File: config.mk
export PLATFORM = sky130hd
export DESIGN_NAME = dma_chan_status_bank
export DESIGN_NICKNAME = d
export VERILOG_FILES = /design/src/rtl/dcs_pkg.sv /design/src/rtl/dcs_w1c.sv /design/src/rtl/dcs_chan.sv /design/src/rtl/dma_chan_status_bank.sv
export SDC_FILE = /design/constraint.sdc
export NUM_CORES = 1
export LEC_CHECK = 0
export BUFFER_PORTS_ARGS = -buffer_cell sky130_fd_sc_hd__buf_2
export CORE_AREA = 10 10 91 101
export CTS_BUF_LIST = sky130_fd_sc_hd__clkbuf_8 sky130_fd_sc_hd__clkbuf_16
export DETAILED_ROUTE_END_ITERATION = 8
export DIE_AREA = 0 0 101 111
export SETUP_SLACK_MARGIN = 0.3
export SLEW_MARGIN = 0
export SYNTH_ARGS = -nofsm -noshare
export SYNTH_HDL_FRONTEND = slang
export SYNTH_SLANG_ARGS = --single-unit
File: constraint.sdc
create_clock -name clk -period 1.4 [get_ports clk]
set_clock_uncertainty 0.05 [all_clocks]
set_input_delay 0.07 -clock clk [delete_from_list [all_inputs] [get_ports clk]]
set_output_delay 0.07 -clock clk [all_outputs]
set_load 0.05 [all_outputs]
File: src/rtl/dcs_pkg.sv
package dcs_pkg;
    localparam int unsigned ADDR_W = 4;

    localparam logic [ADDR_W-1:0] A_ENABLE  = 4'h0;
    localparam logic [ADDR_W-1:0] A_HALT    = 4'h1;
    localparam logic [ADDR_W-1:0] A_KICK    = 4'h2;
    localparam logic [ADDR_W-1:0] A_PEND    = 4'h3;
    localparam logic [ADDR_W-1:0] A_IRQEN   = 4'h4;
    localparam logic [ADDR_W-1:0] A_SUMMARY = 4'h5;
    localparam logic [ADDR_W-1:0] A_FAULT   = 4'h6;
    localparam logic [ADDR_W-1:0] A_DONE    = 4'h7;
    localparam logic [ADDR_W-1:0] A_MISAL   = 4'h8;
    localparam logic [ADDR_W-1:0] A_BUSY    = 4'h9;
    localparam logic [ADDR_W-1:0] A_CLEAR   = 4'hA;

    localparam int unsigned SUM_ABORT = 0;
    localparam int unsigned SUM_DONE  = 1;
    localparam int unsigned SUM_ALIGN = 2;

    typedef struct packed {
        logic en;
        logic pend;
        logic busy;
        logic drain;
        logic rdrain;
    } chan_state_t;
endpackage

File: src/rtl/dcs_w1c.sv
module dcs_w1c #(
    parameter int unsigned W = 4
) (
    input  logic         clk,
    input  logic         rst_n,
    input  logic [W-1:0] set_i,
    input  logic [W-1:0] clr_i,
    output logic [W-1:0] q_o
);
    typedef struct packed {
        logic [W-1:0] flags;
    } w1c_state_t;

    w1c_state_t st_d, st_q;

    always_comb begin
        st_d = st_q;
        st_d.flags = set_i | (st_q.flags & ~clr_i);
    end

    always_ff @(posedge clk or negedge rst_n) begin
        if (!rst_n) st_q <= '0;
        else        st_q <= st_d;
    end

    assign q_o = st_q.flags;

    AST_SET_WINS: assert property (@(posedge clk) disable iff (!rst_n)
        1'b1 |=> ((q_o & $past(set_i)) == $past(set_i)));
    AST_CLEAR_ONLY_WRITTEN: assert property (@(posedge clk) disable iff (!rst_n)
        1'b1 |=> ((($past(q_o) & ~$past(clr_i)) & ~q_o) == '0));
endmodule

File: src/rtl/dcs_chan.sv
module dcs_chan
    import dcs_pkg::*;
(
    input  logic clk,
    input  logic rst_n,
    input  logic en_wr,
    input  logic en_val,
    input  logic halt,
    input  logic reset_ch,
    input  logic kick,
    input  logic preq,
    input  logic seq_done,
    input  logic seq_abort,
    input  logic elem_end,
    output logic en_o,
    output logic pend_o,
    output logic busy_o
);
    chan_state_t st_d, st_q;
    logic stop, req, fin, drain_end;

    always_comb begin
        st_d      = st_q;
        stop      = halt | reset_ch;
        req       = st_q.en & (kick | preq) & ~stop;
        fin       = seq_done | seq_abort;
        drain_end = st_q.drain & elem_end;

        // enable: a software write, overridden by halt or reset
        if (en_wr) st_d.en = en_val;
        if (stop)  st_d.en = 1'b0;

        // pending: clear events beat new requests
        if (fin || drain_end) st_d.pend = 1'b0;
        else if (req)         st_d.pend = 1'b1;

        // busy: kept across a halt, dropped by a channel reset
        if (fin)                          st_d.busy = 1'b0;
        else if (drain_end && st_q.rdrain) st_d.busy = 1'b0;
        else if (reset_ch && !st_q.pend)  st_d.busy = 1'b0;
        else if (req)                     st_d.busy = 1'b1;

        // drain: wait for the element in flight before dropping pending
        if (stop && st_q.pend && !fin) begin
            st_d.drain  = 1'b1;
            st_d.rdrain = reset_ch;
        end else if (st_q.drain && (elem_end || fin)) begin
            st_d.drain  = 1'b0;
            st_d.rdrain = 1'b0;
        end
    end

    always_ff @(posedge clk or negedge rst_n) begin
        if (!rst_n) st_q <= '0;
        else        st_q <= st_d;
    end

    assign en_o   = st_q.en;
    assign pend_o = st_q.pend;
    assign busy_o = st_q.busy;

    AST_STOP_DROPS_EN: assert property (@(posedge clk) disable iff (!rst_n)
        (halt || reset_ch) |=> !en_o);
    AST_KICK_GATED: assert property (@(posedge clk) disable iff (!rst_n)
        (!en_o && !pend_o) |=> !pend_o);
    AST_FIN_CLEARS: assert property (@(posedge clk) disable iff (!rst_n)
        (seq_done || seq_abort) |=> (!pend_o && !busy_o));
    AST_DRAIN_HOLDS: assert property (@(posedge clk) disable iff (!rst_n)
        (pend_o && (halt || reset_ch) && !seq_done && !seq_abort && !elem_end) |=> pend_o);
    AST_HALT_KEEPS_BUSY: assert property (@(posedge clk) disable iff (!rst_n)
        (busy_o && halt && !reset_ch && !seq_done && !seq_abort) |=> busy_o);
endmodule

File: src/rtl/dma_chan_status_bank.sv
module dma_chan_status_bank
    import dcs_pkg::*;
#(
    parameter int unsigned NCH = 4
) (
    input  logic              clk,
    input  logic              rst_n,
    input  logic              reg_wr,
    input  logic [ADDR_W-1:0] reg_addr,
    input  logic [NCH-1:0]    reg_wdata,
    output logic [NCH-1:0]    reg_rdata,
    input  logic [NCH-1:0]    periph_req,
    input  logic [NCH-1:0]    seq_done,
    input  logic [NCH-1:0]    seq_abort,
    input  logic [NCH-1:0]    seq_misalign,
    input  logic [NCH-1:0]    seq_elem_end,
    output logic [NCH-1:0]    chan_en,
    output logic [NCH-1:0]    req_pend,
    output logic [NCH-1:0]    halt_pulse,
    output logic [NCH-1:0]    clear_pulse,
    output logic              irq
);
    localparam int unsigned SUM_W = 3;

    typedef struct packed {
        logic [NCH-1:0] halt_p;
        logic [NCH-1:0] clr_p;
        logic [NCH-1:0] irq_en;
    } top_state_t;

    top_state_t st_d, st_q;

    logic [NCH-1:0] wv_enable, wv_halt, wv_kick, wv_clear;
    logic [NCH-1:0] wv_fault, wv_done, wv_misal;
    logic [NCH-1:0] busy, f_abort, f_done, f_misal;
    logic [SUM_W-1:0] summary;

    always_comb begin
        wv_enable = (reg_wr && reg_addr == A_ENABLE) ? reg_wdata : '0;
        wv_halt   = (reg_wr && reg_addr == A_HALT)   ? reg_wdata : '0;
        wv_kick   = (reg_wr && reg_addr == A_KICK)   ? reg_wdata : '0;
        wv_clear  = (reg_wr && reg_addr == A_CLEAR)  ? reg_wdata : '0;
        wv_fault  = (reg_wr && reg_addr == A_FAULT)  ? reg_wdata : '0;
        wv_done   = (reg_wr && reg_addr == A_DONE)   ? reg_wdata : '0;
        wv_misal  = (reg_wr && reg_addr == A_MISAL)  ? reg_wdata : '0;
    end

    always_comb begin
        st_d        = st_q;
        st_d.halt_p = wv_halt;
        st_d.clr_p  = wv_clear;
        if (reg_wr && reg_addr == A_IRQEN) st_d.irq_en = reg_wdata;
    end

    always_ff @(posedge clk or negedge rst_n) begin
        if (!rst_n) st_q <= '0;
        else        st_q <= st_d;
    end

    for (genvar n = 0; n < NCH; n++) begin : g_chan
        dcs_chan u_chan (
            .clk      (clk),
            .rst_n    (rst_n),
            .en_wr    (reg_wr && reg_addr == A_ENABLE),
            .en_val   (wv_enable[n]),
            .halt     (wv_halt[n]),
            .reset_ch (wv_clear[n]),
            .kick     (wv_kick[n]),
            .preq     (periph_req[n]),
            .seq_done (seq_done[n]),
            .seq_abort(seq_abort[n]),
            .elem_end (seq_elem_end[n]),
            .en_o     (chan_en[n]),
            .pend_o   (req_pend[n]),
            .busy_o   (busy[n])
        );
    end

    dcs_w1c #(.W(NCH)) u_abort (
        .clk(clk), .rst_n(rst_n), .set_i(seq_abort),    .clr_i(wv_fault), .q_o(f_abort));
    dcs_w1c #(.W(NCH)) u_done (
        .clk(clk), .rst_n(rst_n), .set_i(seq_done),     .clr_i(wv_done),  .q_o(f_done));
    dcs_w1c #(.W(NCH)) u_misal (
        .clk(clk), .rst_n(rst_n), .set_i(seq_misalign), .clr_i(wv_misal), .q_o(f_misal));

    always_comb begin
        summary            = '0;
        summary[SUM_ABORT] = |f_abort;
        summary[SUM_DONE]  = |f_done;
        summary[SUM_ALIGN] = |f_misal;
    end

    assign irq         = |(st_q.irq_en & (f_abort | f_done | f_misal));
    assign halt_pulse  = st_q.halt_p;
    assign clear_pulse = st_q.clr_p;

    always_comb begin
        reg_rdata = '0;
        case (reg_addr)
            A_ENABLE:  reg_rdata = chan_en;
            A_PEND:    reg_rdata = req_pend;
            A_IRQEN:   reg_rdata = st_q.irq_en;
            A_SUMMARY: reg_rdata[SUM_W-1:0] = summary;
            A_FAULT:   reg_rdata = f_abort;
            A_DONE:    reg_rdata = f_done;
            A_MISAL:   reg_rdata = f_misal;
            A_BUSY:    reg_rdata = busy;
            default:   reg_rdata = '0;
        endcase
    end

    AST_HALT_STROBE: assert property (@(posedge clk) disable iff (!rst_n)
        (reg_wr && reg_addr == A_HALT) |=>
            (halt_pulse == $past(reg_wdata)) && ((chan_en & $past(reg_wdata)) == '0));
    AST_CLEAR_STROBE: assert property (@(posedge clk) disable iff (!rst_n)
        (reg_wr && reg_addr == A_CLEAR) |=>
            (clear_pulse == $past(reg_wdata)) && ((chan_en & $past(reg_wdata)) == '0));
    AST_PULSE_ONESHOT: assert property (@(posedge clk) disable iff (!rst_n)
        !(reg_wr && reg_addr == A_HALT) |=> (halt_pulse == '0));
    AST_IRQ_NEEDS_ENABLE: assert property (@(posedge clk) disable iff (!rst_n)
        irq |-> (st_q.irq_en != '0));
endmodule

# After elaboration in Yosys (flattened, before gate mapping)
# Index checks and enable logic that the tools add are counted.
op_classes:
  addsub: 0
  n_mul: 0
  div_mod_pow: 0
  n_lt_le_gt_ge: 0
  n_eq_ne: 10
  shifts: 0
  muxes: 44
  bitwise: 40
  n_reduce_logical: 65
op_table:
  columns: ["cell", "count"]
  rows:
  - ["1-bit logical AND", 28]
  - ["1-bit 2-to-1 mux", 28]
  - ["4-bit 2-to-1 mux", 6]
  - ["3-bit case mux with 8 select lines", 1]
  - ["2-bit nonzero test", 12]
  - ["4-bit OR", 5]
  - ["4-bit AND", 4]
  - ["4-bit by 3-bit == test with 1-bit output (second input constant)", 4]
  - ["2-bit 2-to-1 mux", 8]
  - ["4-bit nonzero test", 4]
  - ["4-bit OR reduction", 4]
  - ["1-bit AND", 12]
  - ["4-bit == test (second input constant)", 3]
  - ["4-bit inverter", 3]
  - ["1-bit OR", 12]
  - ["4-bit by 2-bit == test with 1-bit output (second input constant)", 2]
  - ["1-bit zero test", 8]
  - ["1-bit logical OR", 8]
  - ["1-bit case mux with 7 select lines", 1]
  - ["4-bit by 1-bit == test with 1-bit output (second input constant)", 1]
  - ["4-bit zero test", 1]
  - ["1-bit inverter", 4]
word_totals:
  reg_bits: 44
  latchBits: 0
  mem_bits_rw: 0
  romBits: 0
  inputBits: 31
  output_inout_bits: 21
  wordCells: 185
  memories: 0

# Longest topological paths before layout
logic_depth:
  ltp_word: 10
  depth_mapped: 6

# Hierarchy
# Synthesis repeated with hierarchy kept, for this count alone.
unflattened:
  hier_cells: 246
  area_unflattened_um2: 2533.7
modules_own_cells:
  columns: ["module", "instances", "cells_each", "area_each_um2"]
  rows:
  - ["dma_chan_status_bank", 1, 118, 1127.3]
  - ["dcs_chan", 4, 23, 242.7]
  - ["dcs_w1c", 3, 12, 145.1]

# Worst setup path before layout
# OpenSTA, ideal clock, no wires.
synth_path:
  path_type: "input-to-output"
  from: "in reg_addr[0]"
  to: "out reg_rdata[0]"
  arrival_ns: 1.885
  path_slack_ns: -0.605
  cell_stages: 5
  path_cell_list: "buf_2 -> buf_1 -> mux2i_1 -> a21oi_1 -> o21ai_0"
synth_via:
  elab_chain_cells: 2
synth_lines:
  columns: ["item", "line_no", "text"]
  rows:
  - ["start: declaration", "dma_chan_status_bank.sv:9", "input logic [ADDR_W-1:0] reg_addr,"]
  - ["4-bit == test (tied with other cells)", "dma_chan_status_bank.sv:99", "case (reg_addr)"]
  - ["3-bit case mux with 8 select lines (*)", "dma_chan_status_bank.sv:99", null]
  - ["end: declaration", "dma_chan_status_bank.sv:11", "output logic [NCH-1:0] reg_rdata,"]
# Every way passes the cells marked *; elsewhere a longest branch is shown, timed or not.

# Worst setup path after layout
layout_path:
  from: "reg u_done.st_q, in the netlist u_done.q_o[2]"
  to: "out reg_rdata[1]"
layout_via:
  elab_chain_cells: 2
layout_lines:
  columns: ["item", "line_no", "text"]
  rows:
  - ["start: declaration", "dcs_w1c.sv:14", "w1c_state_t st_d, st_q;"]
  - ["start signal: assignment", "dcs_w1c.sv:23", "else st_q <= st_d;"]
  - ["4-bit OR reduction", "dma_chan_status_bank.sv:89", "summary[SUM_DONE] = |f_done;"]
  - ["3-bit case mux with 8 select lines", "dma_chan_status_bank.sv:99", null]
# Every way passes these cells.

==> results.sh <==
export IMPL_num_antenna_cells=0
export IMPL_yosysUniqueCellTypes=50
export IMPL_drc=0
export IMPL_async_flop_share=1.00
export IMPL_period_share=1.31
export IMPL_top_layer="met4"
export IMPL_via_count=2261
export IMPL_grt_pass1_vias=2473
export IMPL_synthDominantCellAreaShare=0.452
export IMPL_root_buffer="clkbuf_8"
export IMPL_die_area_sq_um=11200
export IMPL_peakVddDrop_uv=420
export IMPL_maxSlewHeadroom=0.711
export IMPL_worstSetupPathType="reg2out"
export IMPL_portBuffers=51
export IMPL_io_pins=52
export IMPL_critPathMaxFanout=2
export IMPL_ant_nets=0
export IMPL_synth_cell_area_sq_um=2440
export IMPL_antenna_found_initial=0
export IMPL_cap_violations=0
export IMPL_hold_viol_final=0
export IMPL_met3_wirelength_um=435
export IMPL_layout_cells_non_filler=433
export IMPL_critPathTopFamily="simple AND/OR/NAND/NOR gates"
export IMPL_synth_most_common_cell="dfrtp_1"
export IMPL_crit_path_end_kind="output port"
export IMPL_synth_cells=251
export IMPL_violations="negative setup slack"
export IMPL_wl_per_cell_um=17.9
export IMPL_reg2reg_depth=4
export IMPL_dp_hpwl_mm=5.55
export IMPL_synth_edff_count=0
export IMPL_areaGrowthSynthToFinish_pct=54.5
export IMPL_synth_seq_cells=44
export IMPL_clkTransAtPathRegs_ns=0.10
export IMPL_dp_cells=405
export IMPL_outcome="complete, but fails checks"
export IMPL_yosys_warnings=0
export IMPL_post_dp_cell_area_sq_um=3080
export IMPL_drtIter0Drc=150
export IMPL_avgSynthCellArea_sq_um=9.72
export IMPL_met1_length_mm=3.25
export IMPL_dr_wl_met2_mm=3.95
export IMPL_cts_buffers=5
export IMPL_initial_utilization=0.337
export IMPL_leakage_nw=1.68
export IMPL_htreeDepth=2
export IMPL_ys_flop_type="dfrtp_1"
export IMPL_grt_pass1_wl_mm=12.6
export IMPL_synth_commonest_cells="dfrtp_1 (44), nand2_1 (30), buf_4 (16), inv_1 (14), a21o_1 (12)"
export IMPL_setup_viol=5
export IMPL_die_h_um=111
export IMPL_cts_tree="done"
export IMPL_crit_slowest_cell="or4_4"
export IMPL_yosysSeqAreaShare=0.452
export IMPL_drive_gt1_frac=0.500
export IMPL_min_path_cells=3
export IMPL_path_cells="or4_4, nand3_2, a21oi_1, o22a_2, buf_6"
export IMPL_place_gp_congestion=0.865
export IMPL_cp_start_kind="flop"
export IMPL_grt_overflow_total=0
export IMPL_cts_sinks=44
export IMPL_viasPerCell=5.22
export IMPL_dieWidth_um=101
export IMPL_worstMarginPinSlew_ns=0.434
export IMPL_wirelength_mm=7.73
export IMPL_r2r_setup_slack_ns=0.24
export IMPL_crit_buf_inv=1
export IMPL_critical_path_arrival_ns=1.72
export IMPL_cp_depth=5
export IMPL_yosys_top_cells_area="dfrtp_1 (45%), buf_4 (4.9%), nand2_1 (4.6%), a21o_1 (3.7%), mux2i_1 (3.3%)"
export IMPL_clkLatencyLatePin_ns=0.31
export IMPL_row_count=33
export IMPL_cpPeakStageDelay_ns=0.53
export IMPL_synth_top_cell_by_area="dfrtp_1"
export IMPL_min_period_ns=1.84
export IMPL_synth_fp_nets=282
export IMPL_rsz0062_at_grt="yes"
export IMPL_slew_viol_final=0
export IMPL_layout_nets=376
export IMPL_setup_ws_ns=-0.441
export IMPL_fin_area_sq_um=3770
export IMPL_power_density_nw_per_um2=907
export IMPL_coreArea_sq_um=7230
export IMPL_crit_required_ns=1.28
export IMPL_grt_max_degree=29
export IMPL_cts_buffer_depth=2
export IMPL_grt_use_total=0.138
export IMPL_drt_first_pass_iters=4
export IMPL_fmax_mhz=543
export IMPL_holdCritPathClass="in2reg"
[final timing paths]
check | from | to
hold reg to reg | g_chan[2].u_chan.st_q[0]$_DFFE_PN0P_ | g_chan[2].u_chan.st_q[0]$_DFFE_PN0P_
min in group asynchronous | rst_n | halt_pulse[1]$_DFF_PN0_
setup / recovery | u_done.q_o[2]$_DFF_PN0_ | reg_rdata[1]
hold / removal | seq_elem_end[0] | g_chan[0].u_chan.pend_o$_DFFE_PN0P_
max in group asynchronous | rst_n | g_chan[1].u_chan.pend_o$_DFFE_PN0P_
setup reg to reg | g_chan[1].u_chan.en_o$_DFFE_PN0P_ | g_chan[1].u_chan.busy_o$_DFFE_PN0P_
[where the power goes]
part	internal (W)	switching, W	leakage (nW)
clock network	0.000538	0.000487	0.0548
logic	0.000465	0.000523	1.09
registers	0.00134	0.0000689	0.539
[worst register-to-register path, delay by kind of cell (launching register included)]
family	cells	cell delay, ns
compound gates	2	0.48
buf+inv	2	0.17
flops	1	0.41
[logic make-up (layout without fill, tap and decap cells)]
kind of cell,Yosys count,count (layout),synth area share
AO/OA/AOI/OAI,76,76,0.236
buffers and inverters,44,139,0.101
flip-flops,44,44,0.452
multiplexers,12,12,0.0513
AND/OR/NAND/NOR,75,75,0.161
[state kept, by name (all words and copies together), names as in the netlist]
register / count
g_chan.u_chan.st_q: 8
clear_pulse: 4
g_chan.u_chan.busy_o: 4
g_chan.u_chan.en_o: 4
g_chan.u_chan.pend_o: 4
halt_pulse: 4
st_q: 4
u_abort.q_o: 4
u_done.q_o: 4
u_misal.q_o: 4
[layer usage]
layer,vias to the layer above,global-route usage
met4,0,0.0428
li1,1087,-
met3,7,0.0380
met2,50,0.233
met5,-,0
met1,1117,0.163
[layout make-up]
class	instances	area [sq um]
inverter	14	52.6
sequential	44	1100
multi-input combinational	163	1370
clock inverter	3	46.3
clock buffer	5	68.8
tap	87	109
timing repair buffer	117	1020
fill	620	3460
[through the flow]
| step | util | hold slack, ns | worst slack, ns | power [W] | TNS [ns] |
|---|---|---|---|---|---|
| global route | 0.522 | 0.0291 | -0.492 | 0.00356 | -1.64 |
| global placement | 0.426 | -0.0195 | -0.135 | 0.00216 | -0.835 |
| floorplan | - | -0.276 | -0.0363 | 0.00191 | -0.0363 |
| CTS | 0.506 | 0.00603 | -0.436 | 0.00340 | -1.32 |
| detailed placement | 0.426 | -0.0174 | -0.139 | 0.00218 | -1.02 |
| finish | 0.522 | 0.0129 | -0.441 | 0.00342 | -1.30 |
[what timing repair did]
action / in CTS / in global routing
gates cloned: 0 / 0
pin swaps: 13 / 3
resized for setup: 76 / 26
hold buffers: 13 / 0
endpoints found under the setup margin: 25 / 25
endpoints found under the hold margin: 28 / 0
setup buffers: 6 / 1
[cell usage in the layout (no fill, tap or decap), types with 6 or more instances in the layout]
master,count
dfrtp_1,41
buf_4,38
buf_2,34
nand2_1,24
buf_6,20
dlygate4sd3_1,13
a21o_1,12
inv_1,12
mux2i_1,8
a21oi_1,6
buf_12,6
buf_8,6
(Power assumes the default switching activity.)
